===== src/rtl/dref_pkg.sv =====
package dref_pkg;
  typedef int unsigned uint_t;

  // cycles between owed refreshes, leaving room for a full backlog
  function automatic uint_t slot_cycles(uint_t ret_us, uint_t mhz, uint_t rows, uint_t max_debt);
    return (ret_us * mhz) / (rows + max_debt + 1);
  endfunction

  function automatic uint_t row_after(uint_t row, uint_t rows);
    return (row == rows - 1) ? 0 : row + 1;
  endfunction
endpackage


===== src/rtl/dref_slot_timer.sv =====
module dref_slot_timer #(
  parameter int unsigned SLOT = 387
) (
  input  logic clk,
  input  logic rst_n,
  output logic slot_end
);
  localparam int unsigned TW = (SLOT > 1) ? $clog2(SLOT) : 1;

  logic [TW-1:0] cnt_q;

  assign slot_end = (cnt_q == '0);

  always_ff @(posedge clk or negedge rst_n) begin
    if (!rst_n)        cnt_q <= TW'(SLOT - 1);
    else if (slot_end) cnt_q <= TW'(SLOT - 1);
    else               cnt_q <= cnt_q - 1'b1;
  end

  // slot ends are spaced, never back to back
  assert_slot_gap_R1: assert property (@(posedge clk) disable iff (!rst_n)
    slot_end |=> !slot_end);
endmodule


===== src/rtl/dref_backlog.sv =====
module dref_backlog #(
  parameter int unsigned MAX_DEBT = 8
) (
  input  logic clk,
  input  logic rst_n,
  input  logic slot_end,
  input  logic done_ok,
  output logic owed,
  output logic urgent,
  output logic overflow_err
);
  localparam int unsigned DW = $clog2(MAX_DEBT + 1);
  localparam logic [DW-1:0] FULL = DW'(MAX_DEBT);

  logic [DW-1:0] debt_q;
  logic          drain_q;
  logic          err_q;
  logic          full;
  logic          overflow;

  assign full         = (debt_q == FULL);
  assign overflow     = slot_end && !done_ok && full;
  assign owed         = (debt_q != '0);
  assign urgent       = full || (drain_q && owed);
  assign overflow_err = err_q;

  always_ff @(posedge clk or negedge rst_n) begin
    if (!rst_n) begin
      debt_q  <= '0;
      drain_q <= 1'b0;
      err_q   <= 1'b0;
    end else begin
      if (overflow) err_q <= 1'b1;
      if (full)       drain_q <= 1'b1;
      else if (!owed) drain_q <= 1'b0;
      case ({slot_end, done_ok})
        2'b10:   if (!full) debt_q <= debt_q + 1'b1;
        2'b01:   debt_q <= debt_q - 1'b1;
        default: debt_q <= debt_q;
      endcase
    end
  end

  // backlog stays within its cap
  assert_debt_cap_R4: assert property (@(posedge clk) disable iff (!rst_n)
    debt_q <= FULL);
  // an acknowledge only arrives for an owed refresh
  assert_done_owed_R4: assert property (@(posedge clk) disable iff (!rst_n)
    done_ok |-> owed);
  // a full backlog leaves drain mode active next cycle
  assert_drain_R7: assert property (@(posedge clk) disable iff (!rst_n)
    full |=> urgent);
endmodule


===== src/rtl/dref_grant.sv =====
module dref_grant (
  input  logic clk,
  input  logic rst_n,
  input  logic cpu_req,
  input  logic mem_busy,
  input  logic owed,
  input  logic urgent,
  input  logic ref_done,
  output logic cpu_gnt,
  output logic ref_act,
  output logic done_ok
);
  logic act_q;
  logic gnt_q;
  logic free;
  logic start;

  assign free    = !mem_busy && !act_q && !gnt_q;
  assign cpu_gnt = cpu_req && free && !urgent;
  assign start   = owed && free && (urgent || !cpu_req);
  assign done_ok = ref_done && act_q;
  assign ref_act = act_q;

  always_ff @(posedge clk or negedge rst_n) begin
    if (!rst_n) begin
      act_q <= 1'b0;
      gnt_q <= 1'b0;
    end else begin
      gnt_q <= cpu_gnt;
      if (start)        act_q <= 1'b1;
      else if (done_ok) act_q <= 1'b0;
    end
  end

  // the cycle after a CPU grant is reserved
  assert_gnt_gap_R6: assert property (@(posedge clk) disable iff (!rst_n)
    cpu_gnt |=> !cpu_gnt && !ref_act);
  // a refresh start never overrides a CPU request outside drain mode
  assert_cpu_first_R5: assert property (@(posedge clk) disable iff (!rst_n)
    (cpu_req && !urgent && !act_q) |=> !ref_act);
endmodule


===== src/rtl/dram_refresh_sched.sv =====
module dram_refresh_sched
  import dref_pkg::*;
#(
  parameter int unsigned CLK_MHZ  = 100,
  parameter int unsigned RET_US   = 4000,
  parameter int unsigned ROWS     = 1024,
  parameter int unsigned MAX_DEBT = 8,
  localparam int unsigned ROW_W   = (ROWS > 1) ? $clog2(ROWS) : 1
) (
  input  logic             clk,
  input  logic             rst_n,
  input  logic             cpu_req,
  input  logic             mem_busy,
  input  logic             ref_done,
  output logic             cpu_gnt,
  output logic             ref_req,
  output logic [ROW_W-1:0] ref_row,
  output logic             stale_err
);
  localparam uint_t SLOT = slot_cycles(RET_US, CLK_MHZ, ROWS, MAX_DEBT);

  logic slot_end;
  logic owed;
  logic urgent;
  logic done_ok;
  logic [ROW_W-1:0] row_q;

  dref_slot_timer #(.SLOT(SLOT)) u_timer (
    .clk(clk), .rst_n(rst_n), .slot_end(slot_end)
  );

  dref_backlog #(.MAX_DEBT(MAX_DEBT)) u_backlog (
    .clk(clk), .rst_n(rst_n), .slot_end(slot_end), .done_ok(done_ok),
    .owed(owed), .urgent(urgent), .overflow_err(stale_err)
  );

  dref_grant u_grant (
    .clk(clk), .rst_n(rst_n), .cpu_req(cpu_req), .mem_busy(mem_busy),
    .owed(owed), .urgent(urgent), .ref_done(ref_done),
    .cpu_gnt(cpu_gnt), .ref_act(ref_req), .done_ok(done_ok)
  );

  always_ff @(posedge clk or negedge rst_n) begin
    if (!rst_n)       row_q <= '0;
    else if (done_ok) row_q <= ROW_W'(row_after(uint_t'(row_q), ROWS));
  end
  assign ref_row = row_q;

  // grants are exclusive
  assert_excl_R11: assert property (@(posedge clk) disable iff (!rst_n)
    !(cpu_gnt && ref_req));
  // request held until acknowledged, dropped after
  assert_hold_R2: assert property (@(posedge clk) disable iff (!rst_n)
    (ref_req && !ref_done) |=> ref_req);
  assert_drop_R2: assert property (@(posedge clk) disable iff (!rst_n)
    (ref_req && ref_done) |=> !ref_req);
  // row steps with wrap on acknowledge
  assert_row_step_R3: assert property (@(posedge clk) disable iff (!rst_n)
    (ref_req && ref_done) |=> ref_row == ROW_W'(row_after(uint_t'($past(ref_row)), ROWS)));
  // stray acknowledge leaves the row untouched
  assert_stray_R8: assert property (@(posedge clk) disable iff (!rst_n)
    (!ref_req && ref_done) |=> $stable(ref_row));
  // busy memory blocks the CPU grant
  assert_busy_R6: assert property (@(posedge clk) disable iff (!rst_n)
    mem_busy |-> !cpu_gnt);
  // warning is sticky
  assert_err_sticky_R9: assert property (@(posedge clk) disable iff (!rst_n)
    stale_err |=> stale_err);
endmodule


===== config.mk =====
export PLATFORM = sky130hd
export DESIGN_NAME = dram_refresh_sched
export DESIGN_NICKNAME = d
export VERILOG_FILES = /design/src/rtl/dref_pkg.sv /design/src/rtl/dref_slot_timer.sv /design/src/rtl/dref_backlog.sv /design/src/rtl/dref_grant.sv /design/src/rtl/dram_refresh_sched.sv
export SDC_FILE = /design/constraint.sdc
export NUM_CORES = 1
export LEC_CHECK = 0
export ABC_AREA = 1
export BUFFER_PORTS_ARGS = -buffer_cell sky130_fd_sc_hd__buf_2
export CAP_MARGIN = 0
export CORE_UTILIZATION = 50
export CTS_CLUSTER_SIZE = 16
export DETAILED_ROUTE_END_ITERATION = 8
export PLACE_DENSITY = 0.75
export SETUP_SLACK_MARGIN = 0.2
export SLEW_MARGIN = 10
export SYNTH_ARGS = -nofsm -noshare
export SYNTH_HDL_FRONTEND = slang
export SYNTH_SLANG_ARGS = --single-unit

===== constraint.sdc =====
create_clock -name clk -period 4.4 [get_ports clk]
set_input_delay 0 -clock clk [delete_from_list [all_inputs] [get_ports clk]]
set_output_delay 0 -clock clk [all_outputs]
set_load 0.005 [all_outputs]

==> metrics.cfg, run 1 <==
[route]
wl_met1_mm=1.22
viasPerCell=5.11
vias=1094
drt-pass1-iter-count=4
met3_length_um=80
top_layer_used=met4
finalWirelength_mm=2.60
wl_met2_mm=1.27
routedWlPerCell_um=12.1
ant_nets=0
remaining_drc_errors=0
first_iter_violations=42

[critical_path]
cp_cell_sequence=inv_1, ha_1, nand2_2, nor2_4, nand3_4, nand2_4, nand2_2, nand2_2, inv_2, ha_1, inv_1, nand2_1, xor2_1, o21ai_1
slowest_stage=dfrtp_1
cp.arrival_ns=2.24
critPathMaxFanout=8
cp.required_ns=4.66
r2r_start=u_timer.cnt_q[0]
worst-setup-path-type=flip-flop to flip-flop
start_kind=flip-flop
crit_path_frequent_cell=nand2_2
critPathTopFamily=simple AND/OR/NAND/NOR gates
crit_path_end_kind=flip-flop
slowest_delay_ns=0.42
cp_num_buf_inv=3
startpoint=u_timer.cnt_q[0]

[die]
start_util_pct=53.0
die_w_um=56.3
die-area_mm2=0.00317
fp.dieH_um=56.3
fp-row-count=19
core_area_mm2=0.00278
ioPinCount=18

[clocking]
hold_buffers=3
cts_resized=0
clk_latency_ns=0.33
cts_made_buffers=3
cts.htree.levels=1
clockRootBuffer=clkbuf_4
postCtsSetupRepairBufs=0
clock-sinks=27
clockBufferDepth=2
clk_pin_slew_worst_paths_ns=0.14
cts_tree=built

[synth]
yosys_most_used_dff=dfrtp_1
synthTopCellsByArea=dfrtp_1 (41%), inv_1 (5.6%), dfstp_2 (5.3%)
synthAdderAreaFrac_pct=2.55
syn_inst=159
yosysWarningCount=0
ys_types=34
async_flop_share_pct=100
synth_area_mm2=0.00147
ys_seq_area_share_pct=46.1
syn_nets=167
synth_seq_cells=27
synthMuxAreaShare_pct=0
avgSynthCellArea_um2=9.27
synth_area_leader_cell=dfrtp_1
synth_top_area_share_pct=40.7
synth_compound_area_share_pct=7.89
synth_edf_count=0
synthSimpleGateAreaFrac_pct=30.9
synth_top_family_by_area=simple AND/OR/NAND/NOR gates
synth_xor_area_share_pct=4.67

[timing]
tightest_slew_ns=0.595
drv_slew=0
fin_crit_sh_pct=45.0
finalHoldViolations=0
fin_skew_ns=0.0106
finalSetupViolCount=0
finalCriticalPeriod_ns=1.98
maxSlewHeadroom_pct=60.0
fin_tns_setup_ns=0
fin_ws_ns=2.42
clock.fmax_ghz=0.505
rsz0062_at_grt=false

[power_and_ir_drop]
p_sw_uw=297
combPwrFrac_pct=37.5
power_frac_clock_pct=14.2
seqPwrFrac_pct=48.3
pwr_density_cell_mw_per_mm2=455
internal_power_uw=455
switching_share_pct=39.5
ir_worst_vdd_mv=0.469
power_leakage_uw=0.000799

[placed_design]
finalWeightedCongestion=0.778
port_buffers=17
hpwlAfterDp_mm=1.87
dp_slack_ns=2.45
dp.cells=207

[global_route]
grt_pass1_wl_mm=4.39
grt_pass1_vias=977
grt.total_usage_pct=17.7
antenna_found_initial=0
grt_max_degree=28
grt_overflow=0

[final_layout]
layout-drive-gt1-share_pct=35.5
final_cells=214
final_common_cell=dfrtp_1
fill_cells=250
layout_common_cells=dfrtp_1 (24), inv_1 (22), nand2_1 (19)
multi_input_area_um2=678
final_nets=192
diodes=0
area_growth_pct=12.2
seqCellArea_um2=679

[hold_path]
hold_path.class=input pin to flip-flop
hold_start=ref_done

[job]
drv_cap=0

[status]
outcome=finished, final reports clean

==> layout make-up <==
class | instances | area share (%)
sequential | 27 | 41.1
multi-input combinational | 102 | 41.0
inverter | 30 | 7.03
timing repair buffer | 20 | 6.96
tap | 31 | 2.34
clock buffer | 4 | 1.59
==> sequential cells by signal, indices dropped and copies added, names as in the netlist <==
name / count
u_grant.ref_act: 1
u_backlog.drain_q: 1
u_timer.cnt_q: 9
u_backlog.debt_q: 4
ref_row: 10
u_backlog.overflow_err: 1
u_grant.gnt_q: 1
==> metrics by stage <==
stage | hold WS, ns | instance area, um^2 | utilization, % | power, uW
final | 0.00622 | 1650 | 59.5 | 752
after global routing | 0.0165 | 1650 | 59.5 | 808
after CTS | 0.00860 | 1650 | 59.5 | 756
after detailed placement | 0.0381 | 1600 | 57.4 | 645
after global placement | 0.0336 | 1600 | 57.4 | 633
after floorplan | -0.296 | 1470 | - | 567
==> worst reg2reg max path: stages, from the launching register on <==
cell and delay (ns):
dfrtp_1 0.42, inv_1 0.08, ha_1 0.18, nand2_2 0.08, nor2_4 0.16, nand3_4 0.16
nand2_4 0.13, nand2_2 0.06, nand2_2 0.06, inv_2 0.04, ha_1 0.17, inv_1 0.05
nand2_1 0.05, xor2_1 0.16, o21ai_1 0.12
==> worst paths after layout <==
| check | end | slack, ns | depth (start not counted) |
|---|---|---|---|
| setup / recovery | u_backlog.debt_q[2] | 2.42 | 14 |
| hold / removal | ref_row[1] | 0.006 | 4 |
| setup reg to reg | u_backlog.debt_q[2] | 2.42 | 14 |
| hold reg to reg | u_timer.cnt_q[0] | 0.47 | 1 |
| max in group asynchronous | u_timer.cnt_q[4] | 3.81 | 2 |
| min in group asynchronous | ref_row[8] | 0.19 | 2 |
==> logic make-up after synthesis <==
logic type,count (synthesis)
AND/OR/NAND/NOR,72
adder cells (fa/ha/maj),3
flip-flops,27
buffers and inverters,30
AO/OA/AOI/OAI,20
XOR/XNOR,7
==> synthesized netlist by cell type (2+ instances only) <==
cell type and instances:
dfstp_2 3, a31o_2 2, a21oi_1 8, inv_2 6, xnor2_1 3, nand2_1 19, nor2_4 4, or2_2 2
nor2_2 3, nor2_1 5, nand2_4 3, nor3b_1 2, nand3_1 10, nand3_2 4, dfrtp_1 24, inv_1 22
nor3_1 2, ha_1 3, o21ai_0 5, xor2_1 3, nor4_1 2, o21ai_1 2, nand2_2 11
==> power groups by stage <==
stage          logic (uW)  clock network (uW)  registers, uW
2_1_floorplan         207                   0            359
3_3_place_gp          270                   0            364
3_5_place_dp          278                   0            368
4_1_cts               284                 110            362
5_1_grt               318                 118            372
6_report              282                 107            364
==> routing by layer <==
metal | GRT usage (%) | up-vias
met4 | 4.18 | 0
met1 | 23.5 | 514
li1 | - | 559
met3 | 5.07 | 5
met2 | 28.9 | 16
met5 | 0 | -
(Power assumes the default switching activity.)
==> inputs of run 2 (changes only) <==
ABC_AREA = 0   (was 1)
PLACE_DENSITY = 0.79   (was 0.75)
clock period = 1.6 ns   (was 4.4 ns; I/O delays follow)
==> run 2 against run 1 <==
Effect of this change: the flow now finishes with violations (negative setup slack); critical path type unchanged; global-route usage rose by 3.2 points; area after synthesis fell by 12%; utilization rose by 9.2 points; highest routed layer unchanged; worst setup slack got worse by 2.9 ns; via count fell by 1.0%; power rose to 2.5 times the previous value; final cell count fell by 7.5%.
==> metrics.cfg, run 2 <==
[global_route]
use_met2_pct=38.4  ; +9.5 points
grt_pass1_wl_mm=4.15  ; -5.4%
use_met3_pct=4.02  ; -1.0 points
grt_pass1_vias=983  ; +0.61%
grt.total_usage_pct=21.0  ; +3.2 points
grt_overflow=0  ; unchanged
grt_busiest_layer=met2
use_met1_pct=23.0  ; -0.52 points
grt_max_degree=28  ; unchanged
antenna_found_initial=0  ; unchanged

[job]
drv_cap=0  ; unchanged

[synth]
ys_seq_area_share_pct=52.2  ; +6.1 points
synth_area_mm2=0.00130  ; -12%
syn_nets=133  ; -20%
synth_top_area_share_pct=46.1  ; +5.4 points
yosysWarningCount=0  ; unchanged
async_flop_share_pct=100  ; unchanged
synth_common_cells=dfrtp_1 (24), nand2_1 (15), nor2_1 (11), xnor2_1 (8)
synth_seq_cells=27  ; unchanged
avgSynthCellArea_um2=10.4  ; +12%
synth_edf_count=0  ; unchanged
yosysMostFrequentCell=dfrtp_1
synthTopCellsByArea=dfrtp_1 (46%), dfstp_2 (6.1%), xnor2_1 (5.4%)
ys_types=35  ; +2.9%
syn_inst=125  ; -21%
yosys_most_used_dff=dfrtp_1
synth_area_leader_cell=dfrtp_1

[power_and_ir_drop]
pwr_density_cell_mw_per_mm2=1120  ; +150%
power_leakage_uw=0.000795  ; -0.53%
finalPower_uw=1900  ; +150%
ir_worst_vdd_mv=0.981  ; +110%

[final_layout]
final_cells=198  ; -7.5%
multi_input_area_um2=663  ; -2.2%
fill_cells=187  ; -25%
area_growth_pct=30.6
final_core_util_pct=68.7  ; +9.2 points
seqCellArea_um2=679  ; unchanged
final_nets=177  ; -7.8%
diodes=0  ; unchanged
largest_reg_flops=10  ; unchanged
layout_common_cells=dfrtp_1 (24), buf_4 (19), buf_2 (17)
layout-drive-gt1-share_pct=35.1  ; -0.40 points
final_common_cell=dfrtp_1

[critical_path]
slowest_delay_ns=0.50  ; +0.08 ns
critPathMaxFanout=3  ; -5
cp.arrival_ns=2.29  ; +0.05 ns
worst-setup-path-type=flip-flop to flip-flop
cp.required_ns=1.83  ; -2.83 ns
cp_cell_sequence=inv_1, ha_2, or4b_4, o21ai_4, xnor2_2, ha_1, nor3_1, mux2i_1, xnor2_1
slowest_stage=or4b_4
ff2ff_path_depth=9  ; -5
start_kind=flip-flop
crit_path_end_kind=flip-flop
r2r_start=u_timer.cnt_q[0]
startpoint=u_timer.cnt_q[0]

[route]
first_iter_violations=22  ; -48%
drt-pass1-iter-count=4  ; unchanged
viasPerCell=5.47  ; +7.0%
vias=1083  ; -1.0%
routedWlPerCell_um=13.9  ; +14%
remaining_drc_errors=0  ; unchanged
finalWirelength_mm=2.75  ; +5.7%
ant_nets=0  ; unchanged

[timing]
rsz0062_at_grt=true
finalCriticalPeriod_ns=2.05  ; +0.0762 ns
maxSlewHeadroom_pct=60.8  ; +0.80 points
tightest_slew_ns=0.588  ; -0.00656 ns
fin_ws_ns=-0.455  ; -2.88 ns
clock.fmax_ghz=0.487  ; -3.7%
fin_tns_setup_ns=-2.72  ; -2.72 ns
drv_slew=0  ; unchanged
fin_skew_ns=0.00666  ; -0.00391 ns
fin_crit_sh_pct=128  ; +83 points
finalHoldViolations=0  ; unchanged
finalSetupViolCount=13  ; +13

[clocking]
cts_made_buffers=3  ; unchanged
cts_tree=built
clock-sinks=27  ; unchanged
clk_latency_ns=0.32  ; about the same
clockRootBuffer=clkbuf_4
clockBufferDepth=2  ; unchanged
clk_pin_slew_worst_paths_ns=0.14  ; about the same
cts.htree.levels=1  ; unchanged

[placed_design]
hpwlAfterDp_mm=1.92  ; +2.9%
dp.cells=187  ; -9.7%
port_buffers=17  ; unchanged
finalWeightedCongestion=0.782  ; +0.55%

[die]
die_w_um=53.0  ; -5.8%
ioPinCount=18  ; unchanged
start_util_pct=52.6  ; -0.42 points
die-area_mm2=0.00281  ; -11%
fp.dieH_um=53.0  ; -5.8%
fp-row-count=18  ; -1
core_area_mm2=0.00248  ; -11%

[status]
violations=negative setup slack
outcome=finished, violations left

[hold_path]
whs_path_depth=4  ; unchanged
hold_path.class=input pin to flip-flop
hold_start=ref_done

-- run 2: cell types whose count changed in the layout (fill, tap and decap cells not counted), sizes merged, moves of 3 or more --
cell	delta
nand3	-11
nand4	+4
nor3b	-3
buf	+20
inv	-25
a21oi	-3
or3	+4
xnor2	+5
nand2	-18
-- run 2: through the flow --
step | worst slack [ns] | instance area [um^2] | hold WS [ns]
6_report | -0.455 | 1700 | 0.0368
3_3_place_gp | -0.391 | 1560 | 0.0343
5_1_grt | -0.551 | 1700 | 0.0495
2_1_floorplan | -0.545 | 1320 | -0.296
4_1_cts | -0.422 | 1660 | 0.0144
3_5_place_dp | -0.456 | 1560 | 0.0374
-- run 2: power by group --
| group | switching (uW) | leakage, uW | total [uW] | internal [uW] |
|---|---|---|---|---|
| Clock | 195 | 0.0000177 | 289 | 93.8 |
| Sequential | 116 | 0.000335 | 929 | 812 |
| Combinational | 334 | 0.000442 | 686 | 352 |
| Total | 646 | 0.000795 | 1900 | 1260 |
-- run 2: cell families after synthesis --
| kind of cell | synth area share [%] |
|---|---|
| compound gates | 11.5 |
| xor+xnor | 8.07 |
| fa+ha+maj | 2.88 |
| buf+inv | 2.30 |
| flops | 52.2 |
| mux | 0.769 |
| simple gates | 22.3 |
-- run 2: per-layer routing --
layer / share of wire, % / vias to the layer above
met5: 0 / -
met4: 1.6 / 0
met3: 2.6 / 5
met2: 52 / 18
met1: 44 / 530
li1: - / 530
-- run 2: path summary, 6_finish.rpt --
| path | to | slack, ns |
|---|---|---|
| max | u_backlog.debt_q[2] | -0.45 |
| min | ref_row[0] | 0.04 |
| min in group asynchronous | ref_row[8] | 0.19 |
| min reg2reg | u_backlog.overflow_err | 0.49 |
| max in group asynchronous | u_timer.cnt_q[0] | 1.02 |
| max reg2reg | u_backlog.debt_q[2] | -0.45 |
-- run 2: area by class of cell --
type / instances / share of cell area (%)
flip-flops and latches: 27 / 39.9
multi-input cells: 92 / 39.0
repair buffers: 41 / 16.4
well taps: 30 / 2.21
clock buffers: 3 / 1.32
inverters: 4 / 0.882
clock inverters: 1 / 0.294
-- run 2: repair_timing --
item,4_1_cts,5_1_grt
hold endpoints to repair,26,0
setup buffers,1,2
pin swaps,3,4
gates resized for setup,5,7
endpoints found under the setup margin,15,20
hold buffers,4,0
-- run 2: critical path, delay by kind of cell, from the launching register on --
kind | cells | cell delay [ns]
and+or+nand+nor | 2 | 0.67
DFF | 1 | 0.40
adders and majority gates | 2 | 0.36
xor gates and xnor gates | 2 | 0.20
AOI/OAI and AO/OA | 1 | 0.17
muxes | 1 | 0.10
buffers and inverters | 1 | 0.06
==> inputs of run 3 (changes only) <==
ABC_CLOCK_PERIOD_IN_PS = 1600   (was unset)
PLACE_DENSITY = 0.84   (was 0.79)
==> run 3 against run 2 <==
Effect of this change: the run still ends with negative setup slack left; flip-flop and latch count unchanged; worst hold slack improved by 0.037 ns; critical path type unchanged; sequential power increased by 2%; largest cell class unchanged; highest routed layer unchanged; critical path depth unchanged.
==> metrics.cfg, run 3 (same netlist as run 2, synthesis figures left out) <==
[status]
outcome=finished, violations left
violations=negative setup slack

[power_and_ir_drop]
ir_worst_vdd_mv=1.17  ; +20%
pwr_density_cell_mw_per_mm2=1150  ; +3.2%
finalPower_uw=2040  ; +7.4%
power_leakage_uw=0.000826  ; +3.9%

[die]
die_w_um=53.0  ; unchanged
core_area_mm2=0.00248  ; unchanged
die-area_mm2=0.00281  ; unchanged
ioPinCount=18  ; unchanged
fp.dieH_um=53.0  ; unchanged
start_util_pct=52.6  ; unchanged
fp-row-count=18  ; unchanged

[global_route]
antenna_found_initial=0  ; unchanged
grt_overflow=0  ; unchanged
grt.total_usage_pct=21.9  ; +0.92 points
grt_pass1_wl_mm=4.35  ; +4.8%
grt_pass1_vias=1040  ; +5.8%
grt_max_degree=28  ; unchanged

[final_layout]
area_growth_pct=35.9
layout_common_cells=dfrtp_1 (24), buf_4 (23), buf_2 (17)
final_common_cell=dfrtp_1
final_nets=184  ; +4.0%
largest_reg_flops=10  ; unchanged
final_core_util_pct=71.5  ; +2.8 points
layout-drive-gt1-share_pct=39.4  ; +4.3 points
diodes=0  ; unchanged

[route]
finalWirelength_mm=3.22  ; +17%
vias=1147  ; +5.9%
viasPerCell=5.60  ; +2.3%
ant_nets=0  ; unchanged
drt-pass1-iter-count=4  ; unchanged
first_iter_violations=29  ; +32%
remaining_drc_errors=0  ; unchanged
routedWlPerCell_um=15.7  ; +13%

[critical_path]
slowest_delay_ns=0.50  ; about the same
cp.arrival_ns=2.33  ; +0.04 ns
cp_cell_sequence=inv_1, ha_2, or4b_4, o21ai_4, xnor2_1, ha_2, and3_1, mux2i_1, xnor2_1
cp.required_ns=1.83  ; about the same
critPathTopFamily=simple AND/OR/NAND/NOR gates
worst-setup-path-type=flip-flop to flip-flop
crit_path_end_kind=flip-flop
cp_num_buf_inv=1  ; unchanged
start_kind=flip-flop
reg2reg_slack_ns=-0.51  ; -0.05 ns
critPathMaxFanout=3  ; unchanged
slowest_stage=or4b_4

[clocking]
clk_pin_slew_worst_paths_ns=0.14  ; about the same
cts_tree=built
clockBufferDepth=2  ; unchanged
cts.htree.levels=1  ; unchanged
clock-sinks=27  ; unchanged
cts_made_buffers=3  ; unchanged
clockRootBuffer=clkbuf_4
clk_latency_ns=0.32  ; about the same

[timing]
finalHoldViolations=0  ; unchanged
fin_tns_setup_ns=-4.68  ; -1.96 ns
maxSlewHeadroom_pct=60.4  ; -0.41 points
rsz0062_at_grt=true
drv_slew=0  ; unchanged
fin_crit_sh_pct=132  ; +3.4 points
tightest_slew_ns=0.594  ; +0.00610 ns
fin_ws_ns=-0.510  ; -0.0547 ns
finalCriticalPeriod_ns=2.11  ; +0.0547 ns
fin_skew_ns=0.00329  ; -0.00337 ns
clock.fmax_ghz=0.474  ; -2.6%
finalSetupViolCount=14  ; +1

[placed_design]
finalWeightedCongestion=0.798  ; +2.0%
hpwlAfterDp_mm=1.99  ; +3.4%
port_buffers=17  ; unchanged
dp_slack_ns=-0.502  ; -0.0456 ns

[job]
drv_cap=0  ; unchanged

[hold_path]
hold_path.class=input pin to flip-flop

-- run 3: what timing repair did --
item                       in CTS  in global routing
gates resized for setup         6                 13
pin swaps                       5                 11
hold endpoints to repair       26                  0
hold buffers                    4                  0
setup buffers                   5                  4
setup endpoints to repair      14                 16
-- run 3: worst paths after layout --
kind / from / endpoint / depth (start not counted)
max: u_timer.cnt_q[0] / u_backlog.debt_q[2] / 9
min: ref_done / ref_row[1] / 4
max reg2reg: u_timer.cnt_q[0] / u_backlog.debt_q[2] / 9
min reg2reg: u_grant.gnt_q / u_grant.ref_act / 1
max in group asynchronous: rst_n / ref_row[9] / 2
min in group asynchronous: rst_n / u_timer.cnt_q[5] / 2
-- run 3: metrics by stage --
step / cell area, um^2 / hold WS [ns] / std cells
6_report: 1770 / 0.0737 / 205
5_1_grt: 1770 / 0.0989 / 205
4_1_cts: 1690 / 0.0450 / 201
3_5_place_dp: 1560 / 0.0354 / 188
3_3_place_gp: 1560 / 0.0269 / 188
2_1_floorplan: 1320 / -0.296 / 125
-- run 3: layout make-up --
type                       count  area (um^2)
tap                           30         37.5
inverter                       4         15.0
multi-input combinational     92          669
sequential                    27          679
fill                         183          707
timing repair buffer          48          343
clock buffer                   4         26.3
-- run 3: metal layers --
metal / part of all wire [%] / track usage [%] / vias up / routed length [um]
li1: - / - / 549 / -
met1: 41 / 25.0 / 558 / 1340
met2: 54 / 38.4 / 32 / 1750
met3: 2.6 / 5.46 / 8 / 83
met4: 1.8 / 9.21 / 0 / 57
met5: 0 / 0 / - / 0
-- run 3: worst min-delay path: stages --
cell	delay, ns
buf_2	0.10
nand2_1	0.13
nand2_1	0.10
nand2_1	0.05
-- run 3: where the power goes --
group / total [uW] / internal, uW / switching, uW / leakage [uW]
Sequential: 947 / 812 / 135 / 0.000335
Clock: 294 / 97.7 / 196 / 0.0000150
Combinational: 803 / 415 / 388 / 0.000476
